File: src/rtl/bus_addr_pkg.sv
package bus_addr_pkg;
    typedef enum logic [1:0] {
        PH_IDLE = 2'd0,
        PH_LO   = 2'd1,
        PH_HI   = 2'd2,
        PH_XFER = 2'd3
    } phase_t;

    typedef enum logic [1:0] {
        CY_FETCH = 2'd0,
        CY_READ  = 2'd1,
        CY_IO    = 2'd2,
        CY_WRITE = 2'd3
    } cyc_t;
endpackage

File: src/rtl/addr_capture.sv
module addr_capture
    import bus_addr_pkg::*;
#(
    parameter int BUS_W  = 8,
    parameter int ADDR_W = 14
) (
    input  logic              clk_i,
    input  logic              rst_ni,
    input  logic [BUS_W-1:0]  bus_i,
    input  phase_t            phase_i,
    output logic [ADDR_W-1:0] addr_o,
    output cyc_t              cyc_o,
    output logic              vld_o
);
    localparam int HI_W = ADDR_W - BUS_W;

    typedef struct packed {
        logic [BUS_W-1:0]  lo;
        logic [ADDR_W-1:0] addr;
        cyc_t              cyc;
        logic              vld;
    } cap_t;

    cap_t st_d, st_q;

    always_comb begin
        st_d = st_q;
        if (phase_i == PH_LO) begin
            st_d.lo = bus_i;
        end
        if (phase_i == PH_HI) begin
            st_d.addr = {bus_i[HI_W-1:0], st_q.lo};
            st_d.cyc  = cyc_t'(bus_i[BUS_W-1 -: 2]);
            st_d.vld  = 1'b1;
        end
    end

    always_ff @(posedge clk_i or negedge rst_ni) begin
        if (!rst_ni) begin
            st_q <= '0;
        end else begin
            st_q <= st_d;
        end
    end

    assign addr_o = st_q.addr;
    assign cyc_o  = st_q.cyc;
    assign vld_o  = st_q.vld;

    AST_ADDR_HOLD: assert property (@(posedge clk_i) disable iff (!rst_ni)
        (phase_i != PH_HI) |=> $stable(addr_o)) else $error("addr moved");
    AST_HI_LOAD: assert property (@(posedge clk_i) disable iff (!rst_ni)
        (phase_i == PH_HI) |=> (addr_o[ADDR_W-1:BUS_W] == $past(bus_i[HI_W-1:0])))
        else $error("high bits wrong");
    AST_LO_LOAD: assert property (@(posedge clk_i) disable iff (!rst_ni)
        (phase_i == PH_LO) ##1 (phase_i == PH_HI) |=> (addr_o[BUS_W-1:0] == $past(bus_i, 2)))
        else $error("low byte wrong");
endmodule

File: src/rtl/port_decode.sv
module port_decode #(
    parameter int N_IN  = 8,
    parameter int N_OUT = 24,
    parameter int PN_W  = $clog2(N_IN + N_OUT)
) (
    input  logic             en_i,
    input  logic [PN_W-1:0]  port_i,
    output logic [N_IN-1:0]  in_sel_o,
    output logic [N_OUT-1:0] out_sel_o
);
    for (genvar i = 0; i < N_IN; i++) begin : g_in
        assign in_sel_o[i] = en_i && (int'(port_i) == i);
    end
    for (genvar j = 0; j < N_OUT; j++) begin : g_out
        assign out_sel_o[j] = en_i && (int'(port_i) == j + N_IN);
    end
endmodule

File: src/rtl/bus_addr_latch.sv
module bus_addr_latch
    import bus_addr_pkg::*;
#(
    parameter int BUS_W  = 8,
    parameter int ADDR_W = 14,
    parameter int N_IN   = 8,
    parameter int N_OUT  = 24
) (
    input  logic              clk_i,
    input  logic              rst_ni,
    input  logic [BUS_W-1:0]  bus_i,
    input  logic [1:0]        phase_i,
    output logic [ADDR_W-1:0] addr_o,
    output logic              mem_rd_o,
    output logic              mem_wr_o,
    output logic [N_IN-1:0]   in_sel_o,
    output logic [N_OUT-1:0]  out_sel_o
);
    localparam int PN_W = $clog2(N_IN + N_OUT);

    phase_t phase;
    cyc_t   cyc;
    logic   vld;
    logic   xfer;

    assign phase = phase_t'(phase_i);

    addr_capture #(.BUS_W(BUS_W), .ADDR_W(ADDR_W)) cap_i (
        .clk_i   (clk_i),
        .rst_ni  (rst_ni),
        .bus_i   (bus_i),
        .phase_i (phase),
        .addr_o  (addr_o),
        .cyc_o   (cyc),
        .vld_o   (vld)
    );

    assign xfer     = (phase == PH_XFER) && vld;
    assign mem_rd_o = xfer && ((cyc == CY_FETCH) || (cyc == CY_READ));
    assign mem_wr_o = xfer && (cyc == CY_WRITE);

    port_decode #(.N_IN(N_IN), .N_OUT(N_OUT), .PN_W(PN_W)) dec_i (
        .en_i      (xfer && (cyc == CY_IO)),
        .port_i    (addr_o[BUS_W +: PN_W]),
        .in_sel_o  (in_sel_o),
        .out_sel_o (out_sel_o)
    );

    AST_ONE_STROBE: assert property (@(posedge clk_i) disable iff (!rst_ni)
        $onehot0({mem_rd_o, mem_wr_o, in_sel_o, out_sel_o})) else $error("multi strobe");
    AST_QUIET_OUTSIDE: assert property (@(posedge clk_i) disable iff (!rst_ni)
        (phase != PH_XFER) |-> !(mem_rd_o || mem_wr_o || (|in_sel_o) || (|out_sel_o)))
        else $error("strobe outside transfer");
    AST_RESET_CLEAR: assert property (@(posedge clk_i)
        !rst_ni |-> (addr_o == '0)) else $error("reset address");
endmodule

File: config.mk
export PLATFORM = sky130hd
export DESIGN_NAME = bus_addr_latch
export DESIGN_NICKNAME = d
export VERILOG_FILES = /design/src/rtl/bus_addr_pkg.sv /design/src/rtl/addr_capture.sv /design/src/rtl/port_decode.sv /design/src/rtl/bus_addr_latch.sv
export SDC_FILE = /design/constraint.sdc
export NUM_CORES = 1
export LEC_CHECK = 0
export BUFFER_PORTS_ARGS = -buffer_cell sky130_fd_sc_hd__buf_2
export CORE_MARGIN = 2
export CORE_UTILIZATION = 47
export DETAILED_ROUTE_END_ITERATION = 7
export PLACE_DENSITY_LB_ADDON = 0.12
export SLEW_MARGIN = 20
export SYNTH_ARGS = -nofsm -noshare
export SYNTH_HDL_FRONTEND = slang
export SYNTH_SLANG_ARGS = --single-unit
File: constraint.sdc
create_clock -name clk_i -period 1.65 [get_ports clk_i]
set_input_delay 0.165 -clock clk_i [delete_from_list [all_inputs] [get_ports clk_i]]
set_output_delay 0.165 -clock clk_i [all_outputs]
set_load 0.01 [all_outputs]
Word level (Yosys, flattened, before mapping):

Cells that the tools add are included.

* equal/unequal tests: 37
* reduce and logical (&&, ||, !) cells: 39

Operators by type and width (count)
* $eq 5x5->1 const B: 16
* $eq 5x4->1 const B: 8
* $logic_and 1x1->1: 36
* $eq 5x3->1 const B: 4
* $eq 5x2->1 const B: 2
* $eq 2x2->1 const B: 4
* $eq 5x1->1 const B: 1
* $logic_not 5->1: 1
* $eq 2x1->1 const B: 2
* $logic_not 2->1: 1
* $logic_or 1x1->1: 1

* register bits: 25
* bits of input ports: 12
* output and inout port bits: 48
* logic and storage cells: 80

Depth between registers and ports, before layout:

Gate-level depths: netlist of run 1.

* depth in word-level cells: 4
* depth in mapped cells: 5
* depth with buffers taken out: 2

Hierarchy:

From an unflattened synthesis of run 1, not the netlist that was laid out.

* cell total of the unflattened synthesis: 124
* area total of the unflattened synthesis: 1372.6 um^2

By module, submodules not included
* addr_capture: instances 1, cells an instance 71, area an instance 1112.3 um^2, sequential area each 625.6 um^2
* port_decode: instances 1, cells an instance 47, area an instance 234.0 um^2, sequential area each 0.0 um^2
* bus_addr_latch: instances 1, cells an instance 6, area an instance 26.3 um^2, sequential area each 0.0 um^2

Worst setup path before layout of run 1:

Ideal clock, no wire load.

* path kind: reg2out
* start: register cap_i.st_q (netlist bit cap_i.cyc_o[0])
* end: output port in_sel_o[1]
* data arrival time: 1231 ps
* data required time: 1485 ps
* slack: 254 ps
* cell stages (with the launch flop): 5
* buffers on the path: 2
* cells stage by stage: dfrtp_1 > or2_2 > buf_6 > buf_6 > nor3_1

* word-level cells in the longest chain between the ends: 3

Ends and longest elaborated chain
* start: declaration: line addr_capture.sv:24 `cap_t st_d, st_q;`
* start signal: assignment: line addr_capture.sv:42 `st_q <= st_d;`
* $eq 2x2->1: line bus_addr_latch.sv:43 `.en_i (xfer && (cyc == CY_IO)),`
* $logic_and 1x1->1: line bus_addr_latch.sv:43
* $logic_and 1x1->1: line port_decode.sv:12 `assign in_sel_o[i] = en_i && (int'(port_i) == i);`
* end: declaration: line bus_addr_latch.sv:16 `output logic [N_IN-1:0] in_sel_o,`

Every way passes these cells.

Final worst setup path of run 1:

* start: register cap_i.st_q (netlist bit cap_i.addr_o[11])
* end: output port in_sel_o[1]

* word-level cells in the longest chain between the ends: 2

Ends and longest elaborated chain (line)
* $eq 5x2->1: port_decode.sv:12
* $logic_and 1x1->1: port_decode.sv:12

Every way passes these cells.

==> impl_metrics.toml, run 1 <==
[finish]
mostFrequentLayoutCell = "buf_2"
area_delta_synth_final_pct = 33.8
drive_above_1_share = 0.778
diodes = 0
ff_latch_area_sq_um = 633
stdcell_area_sq_mm = 0.00190
n_fill_cell = 214
final_cell_mix = "buf_2 (59), nor3_2 (25), dfrtp_1 (19)"
nets = 189
multi_input_area_sq_um = 783

[drt]
dr.pass1.iters = 6
wl_per_cell_microns = 16.6
drt_wl_total_mm = 3.44
vias_per_cell = 5.60
drc_errors = 3
drt_iter0_drc = 37
dr_total_vias = 1159
ant_nets = 0

[synthesis]
syn-cell-area_sq_mm = 0.00142
syn_inst = 125
synth_seq_cells = 25
yosysUniqueCellTypes = 21
synth.avg_cell_area_sq_um = 11.4
seq_area_frac_synth = 0.441
syn_nets = 137
ys_warn_count = 0

[sta]
max_freq_mhz = 598
period_share = 1.01
slew_violations = 0
finalSetupViolations = 6
grt_setup_unrepaired = "yes"
fin_crit_ps = 1670
holdWs_ps = 77.5
tightest_slew_ps = 547
relSlewSlack = 0.635
setup_slack_ps = -21.5
final-hold-violation-count = 0
fin_skew_ps = 0.239

[critical_path]
cp_cell_sequence = "nand4bb_4 -> nor3_2 -> buf_2"
reg2reg_from = "cap_i.addr_o[11]$_DFFE_PN0N_"
cp.arrival_ps = 1510
crit_required_ps = 1480
crit_buf_inv = 1
cpPeakStageDelay_ps = 450
start_kind = "flip-flop"
cp-end-kind = "primary output"
crit_start = "cap_i.addr_o[11]$_DFFE_PN0N_"
cp_max_fo = 8
slowest_stage = "dfrtp_1"
crit_family = "simple AND/OR/NAND/NOR gates"
crit_type = "flip-flop to primary output"

[min_path]
hp-class = "input pin to flip-flop"
min_from = "bus_i[1]"

[power_and_ir_drop]
combinationalPowerShare = 0.329
seq_power_share = 0.501
pwr-share-clk = 0.170
irDropWorstVdd_uv = 764
fin_total_pwr_mw = 1.61
switching_share = 0.326
powerDensity_mw_per_mm2 = 845
power_switching_mw = 0.523
p_leak_nw = 0.881
p_int_mw = 1.08

[status]
failed_checks = "DRC, setup timing"
status = "finished with violations"

[clock_tree]
clock-sinks = 25
clock_path_buffers = 2
htreeDepth = 1
tritoncts = "yes"
cts-buffers-inserted = 3
clkLatencyLatePin_ps = 310
path_clk_slew_ps = 140
cts-root-buf = "clkbuf_4"

[floorplan]
ios = 60
die_w_microns = 59.0
die_area_sq_mm = 0.00348
fp.coreArea_sq_mm = 0.00281
start_util = 0.506
rows = 19
die_h_microns = 59.0

[global_routing]
grt_overflow = 0
antenna_found_initial = 0
grt_first_pass_wirelength_mm = 4.74
grt_max_degree = 26
grt_pass1_vias = 941
track_usage = 0.181

[placed_design]
place_congestion = 0.821
hpwl_mm = 2.14
placed_cell_area_sq_mm = 0.00156
portBuffers = 59
dp_slack_ps = 211

[job]
drv_cap = 0
repair_timing:
item                                    4_1_cts  5_1_grt
pin swaps                                     3       21
endpoints found under the setup margin       32       32
gates resized for setup                       8       37
hold buffers                                  1        0
buffers inserted                              5        7
gates cloned                                  0        1
endpoints found under the hold margin        25        0
cells in the mapped netlist (all sizes together):
| library cell | n | share of area |
|---|---|---|
| buf | 22 | 0.13 |
| or2 | 1 | 0.0044 |
| nor3 | 32 | 0.11 |
| nand2b | 3 | 0.018 |
| nor2b | 1 | 0.0044 |
| nor2 | 1 | 0.0026 |
| clkbuf | 5 | 0.013 |
| nand2 | 1 | 0.0026 |
| nand4 | 2 | 0.0088 |
| mux2 | 24 | 0.21 |
| nand4bb | 2 | 0.016 |
| dfrtp | 25 | 0.44 |
| nand4b | 4 | 0.025 |
| and4b | 1 | 0.0070 |
| nand3 | 1 | 0.0035 |
worst paths after layout:
kind,slack (ps),cells past startpoint,end
worst min register to register,510,1,cap_i.st_q[18]$_DFFE_PN0N_
max in group asynchronous,900,2,cap_i.addr_o[10]$_DFFE_PN0N_
min in group asynchronous,340,2,cap_i.addr_o[8]$_DFFE_PN0N_
worst max-delay path,-20,3,in_sel_o[1]
worst min-delay path,80,2,cap_i.st_q[18]$_DFFE_PN0N_
worst max register to register,670,2,cap_i.addr_o[11]$_DFFE_PN0N_
registers in the layout (all words and copies together), names as in the netlist:
register and cells:
cap_i.addr_o 14, cap_i.st_q 8, cap_i.vld_o 1, cap_i.cyc_o 2
stage by stage:
| stage | util | setup TNS [ps] | cells |
|---|---|---|---|
| detailed placement | 0.557 | 0 | 189 |
| floorplan | - | 0 | 125 |
| global route | 0.678 | -1780 | 207 |
| finish | 0.678 | -78.0 | 207 |
| global placement | 0.557 | 0 | 189 |
| CTS | 0.599 | 0 | 199 |
area by class of cell:
type,count,share of cell area
clock inverter,1,0.00263
multi-input combinational,74,0.412
sequential,25,0.333
timing repair buffer,73,0.220
clock buffer,3,0.0118
tap,31,0.0204
power by group through the flow:
stage | combinational (mW) | sequential (mW) | clock, mW
global route | 0.570 | 0.821 | 0.313
detailed placement | 0.398 | 0.805 | 0
finish | 0.528 | 0.804 | 0.273
CTS | 0.436 | 0.797 | 0.282
floorplan | 0.400 | 0.778 | 0
global placement | 0.389 | 0.798 | 0
cell families after synthesis:
family / Yosys count / synth area share
buffers and inverters: 27 / 0.140
flip-flops: 25 / 0.441
multiplexers: 24 / 0.214
AND/OR/NAND/NOR: 49 / 0.205
worst register-to-register path: stages, from the launching register on:
cell and delay [ps]:
dfrtp_1 450, buf_4 150, mux2_2 270
metal layers:
layer	part of all wire	wire length, microns	GRT usage	up-vias
met2	0.50	1740	0.270	35
met5	0	0	0	-
met1	0.43	1470	0.261	581
met4	0.021	72	0.0487	0
li1	-	-	-	535
met3	0.048	166	0.0502	8
No activity file was read; power rests on OpenSTA's default activity.
==> run 2, diff against run 1 <==
ABC_AREA = 1   (was not set)
CORE_UTILIZATION = 48   (was 47)
==> run 2 against run 1 <==
The run now ends clean. Worst hold slack better by 24 ps. Maximum frequency up 1.7%. Total power down 8.5%. Register-to-register slack better by 190 ps. Design area down 1.3%. Critical path type unchanged. Critical endpoint is now out_sel_o[8]. Largest cell class unchanged.
==> impl_metrics.toml, run 2 <==
[synthesis]
synth-edff-count = 0
yosysTopAreaCellShare = 0.417
syn_nets = 219
synth_area_leaders = "dfrtp_1 (42%), nand3_1 (13%), nand2_1 (9.8%)"
seq_area_frac_synth = 0.417
yosysMostFrequentCell = "nand2_1"
yosys.area.top_type = "dfrtp_1"
syn_inst = 207
syn-cell-area_sq_mm = 0.00150
synthArstFlopShare = 1.00
synth.avg_cell_area_sq_um = 7.24
yosysUniqueCellTypes = 14
synth_flop_cell = "dfrtp_1"
synth_common_cells = "nand2_1 (39), nand3_1 (38), nor2_1 (38)"
ys_warn_count = 0
synth_seq_cells = 25

[sta]
fin_crit_ps = 1640
period_share = 0.996
tightest_slew_ps = 545
grt_setup_unrepaired = "yes"
fin_skew_ps = 0.951
max_freq_mhz = 609
final-hold-violation-count = 0
finalSetupTns_ps = 0
finalSetupViolations = 0
slew_violations = 0
relSlewSlack = 0.637

[power_and_ir_drop]
p_int_mw = 0.940
power_switching_mw = 0.530
combinationalPowerShare = 0.292
seq_power_share = 0.523
powerDensity_mw_per_mm2 = 783
pwr-share-clk = 0.185
irDropWorstVdd_uv = 618
p_leak_nw = 0.965
switching_share = 0.360

[critical_path]
crit_start = "cap_i.addr_o[9]$_DFFE_PN0N_"
cp_cell_sequence = "nor2_4 -> nand3_1 -> nor2_1 -> buf_2"
slowest_stage = "dfrtp_2"
crit_buf_inv = 1
crit_type = "flip-flop to primary output"
cp.arrival_ps = 1480
cp_max_fo = 8
cpPeakStageDelay_ps = 500
reg2reg_from = "cap_i.addr_o[12]$_DFFE_PN0N_"
crit_required_ps = 1480
start_kind = "flip-flop"
cp-end-kind = "primary output"
crit_family = "simple AND/OR/NAND/NOR gates"

[global_routing]
antenna_found_initial = 0
grt_max_degree = 33
grt_first_pass_wirelength_mm = 5.22
grt_overflow = 0
grt_pass1_vias = 1148
track_usage = 0.187

[status]
status = "finished clean"

[floorplan]
ios = 60
die_h_microns = 59.9
start_util = 0.499
fp.coreArea_sq_mm = 0.00300
die_area_sq_mm = 0.00359
rows = 20
die_w_microns = 59.9

[finish]
fin_util = 0.625
drive_above_1_share = 0.415
diodes = 0
largest_register_ffs = 14
mostFrequentLayoutCell = "buf_2"
area_delta_synth_final_pct = 25.2
nets = 266
final_cells = 286
final_cell_mix = "buf_2 (59), nand2_1 (39), nor2_1 (34)"

[drt]
drt_iter0_drc = 85
drc_errors = 0
vias_per_cell = 5.15
wl_per_cell_microns = 12.1
dr.pass1.iters = 4
ant_nets = 0
dr_total_vias = 1474
drt_wl_total_mm = 3.47

[clock_tree]
path_clk_slew_ps = 140
clock_path_buffers = 2
cts-root-buf = "clkbuf_4"
htreeDepth = 1
clock-sinks = 25
tritoncts = "yes"
clkLatencyLatePin_ps = 320
cts-buffers-inserted = 3

[placed_design]
hpwl_mm = 2.31
placed_cells = 277
portBuffers = 59
place_congestion = 0.755

[job]
drv_cap = 0

[min_path]
hp-class = "input pin to flip-flop"
min_from = "bus_i[3]"
run 2: changes by cell type in the layout (fill, tap and decap cells not counted), moves of 5 or more:
cell and delta:
buf_4 -5, inv_1 +11, inv_2 +8, mux2_2 -14, mux2_4 -9, nand2_1 +38, nand3_1 +25, nand3_2 +12
nor2_1 +33, nor2_4 +7, nor3_1 -6, nor3_2 -25, o21ai_0 +16
run 2: worst reg2reg max path, delay by kind of cell (launching register included):
| kind | cells | cell delay (ps) |
|---|---|---|
| AOI/OAI and AO/OA | 1 | 80 |
| DFF | 1 | 490 |
| and+or+nand+nor | 1 | 100 |
run 2: path summary, 6_finish.rpt:
| check | end | slack, ps | depth (start not counted) |
|---|---|---|---|
| setup reg to reg | cap_i.addr_o[12]$_DFFE_PN0N_ | 860 | 2 |
| setup / recovery | out_sel_o[8] | 7 | 4 |
| max in group asynchronous | cap_i.addr_o[9]$_DFFE_PN0N_ | 920 | 2 |
| hold reg to reg | cap_i.addr_o[0]$_DFFE_PN0N_ | 480 | 2 |
| hold / removal | cap_i.addr_o[11]$_DFFE_PN0N_ | 100 | 3 |
| min in group asynchronous | cap_i.addr_o[0]$_DFFE_PN0N_ | 340 | 2 |
run 2: cells by family (layout without fill, tap and decap cells):
logic type | Yosys count | count (layout) | share of synthesized area
and+or+nand+nor | 122 | 123 | 0.360
buffers and inverters | 44 | 89 | 0.169
DFF | 25 | 25 | 0.417
AOI/OAI and AO/OA | 16 | 16 | 0.0534
run 2: cell type report:
| cell class | count | area [sq um] |
|---|---|---|
| flip-flops and latches | 25 | 631 |
| multi-input cells | 139 | 744 |
| repair buffers | 65 | 355 |
| clock buffers | 3 | 22.5 |
| fillers | 291 | 1130 |
| inverters | 20 | 77.6 |
| well taps | 33 | 41.3 |
| clock inverters | 1 | 5.00 |
run 2: repair_timing:
item / in CTS / in global routing
cloned: 0 / 1
endpoints found under the hold margin: 25 / 0
hold buffers: 1 / 0
endpoints found under the setup margin: 23 / 32
resized for setup: 2 / 35
pin swaps: 0 / 13
setup buffers: 0 / 3
run 2: per-stage QoR:
stage | worst slack [ps] | cell area (sq um) | hold WS (ps) | total power, mW
after floorplan | 429 | 1500 | -131 | 1.06
after global placement | 266 | 1670 | 183 | 1.11
after detailed placement | 290 | 1670 | 183 | 1.11
after CTS | -49.8 | 1710 | 99.1 | 1.38
after global routing | -104 | 1880 | 81.8 | 1.57
final | 6.74 | 1880 | 102 | 1.47
run 2: layer usage:
metal | wire (microns) | vias up | share of wire | GRT usage
li1 | - | 730 | - | -
met1 | 1590 | 698 | 0.46 | 0.286
met2 | 1640 | 44 | 0.47 | 0.281
met3 | 225 | 2 | 0.065 | 0.0433
met4 | 7 | 0 | 0.0020 | 0.0127
met5 | 0 | - | 0 | 0
run 2: power by group through the flow:
stage	combinational (mW)	sequential [mW]	clock (mW)
6_report	0.429	0.768	0.272
5_1_grt	0.483	0.781	0.308
3_3_place_gp	0.344	0.762	0
4_1_cts	0.351	0.755	0.278
3_5_place_dp	0.346	0.765	0
2_1_floorplan	0.308	0.749	0
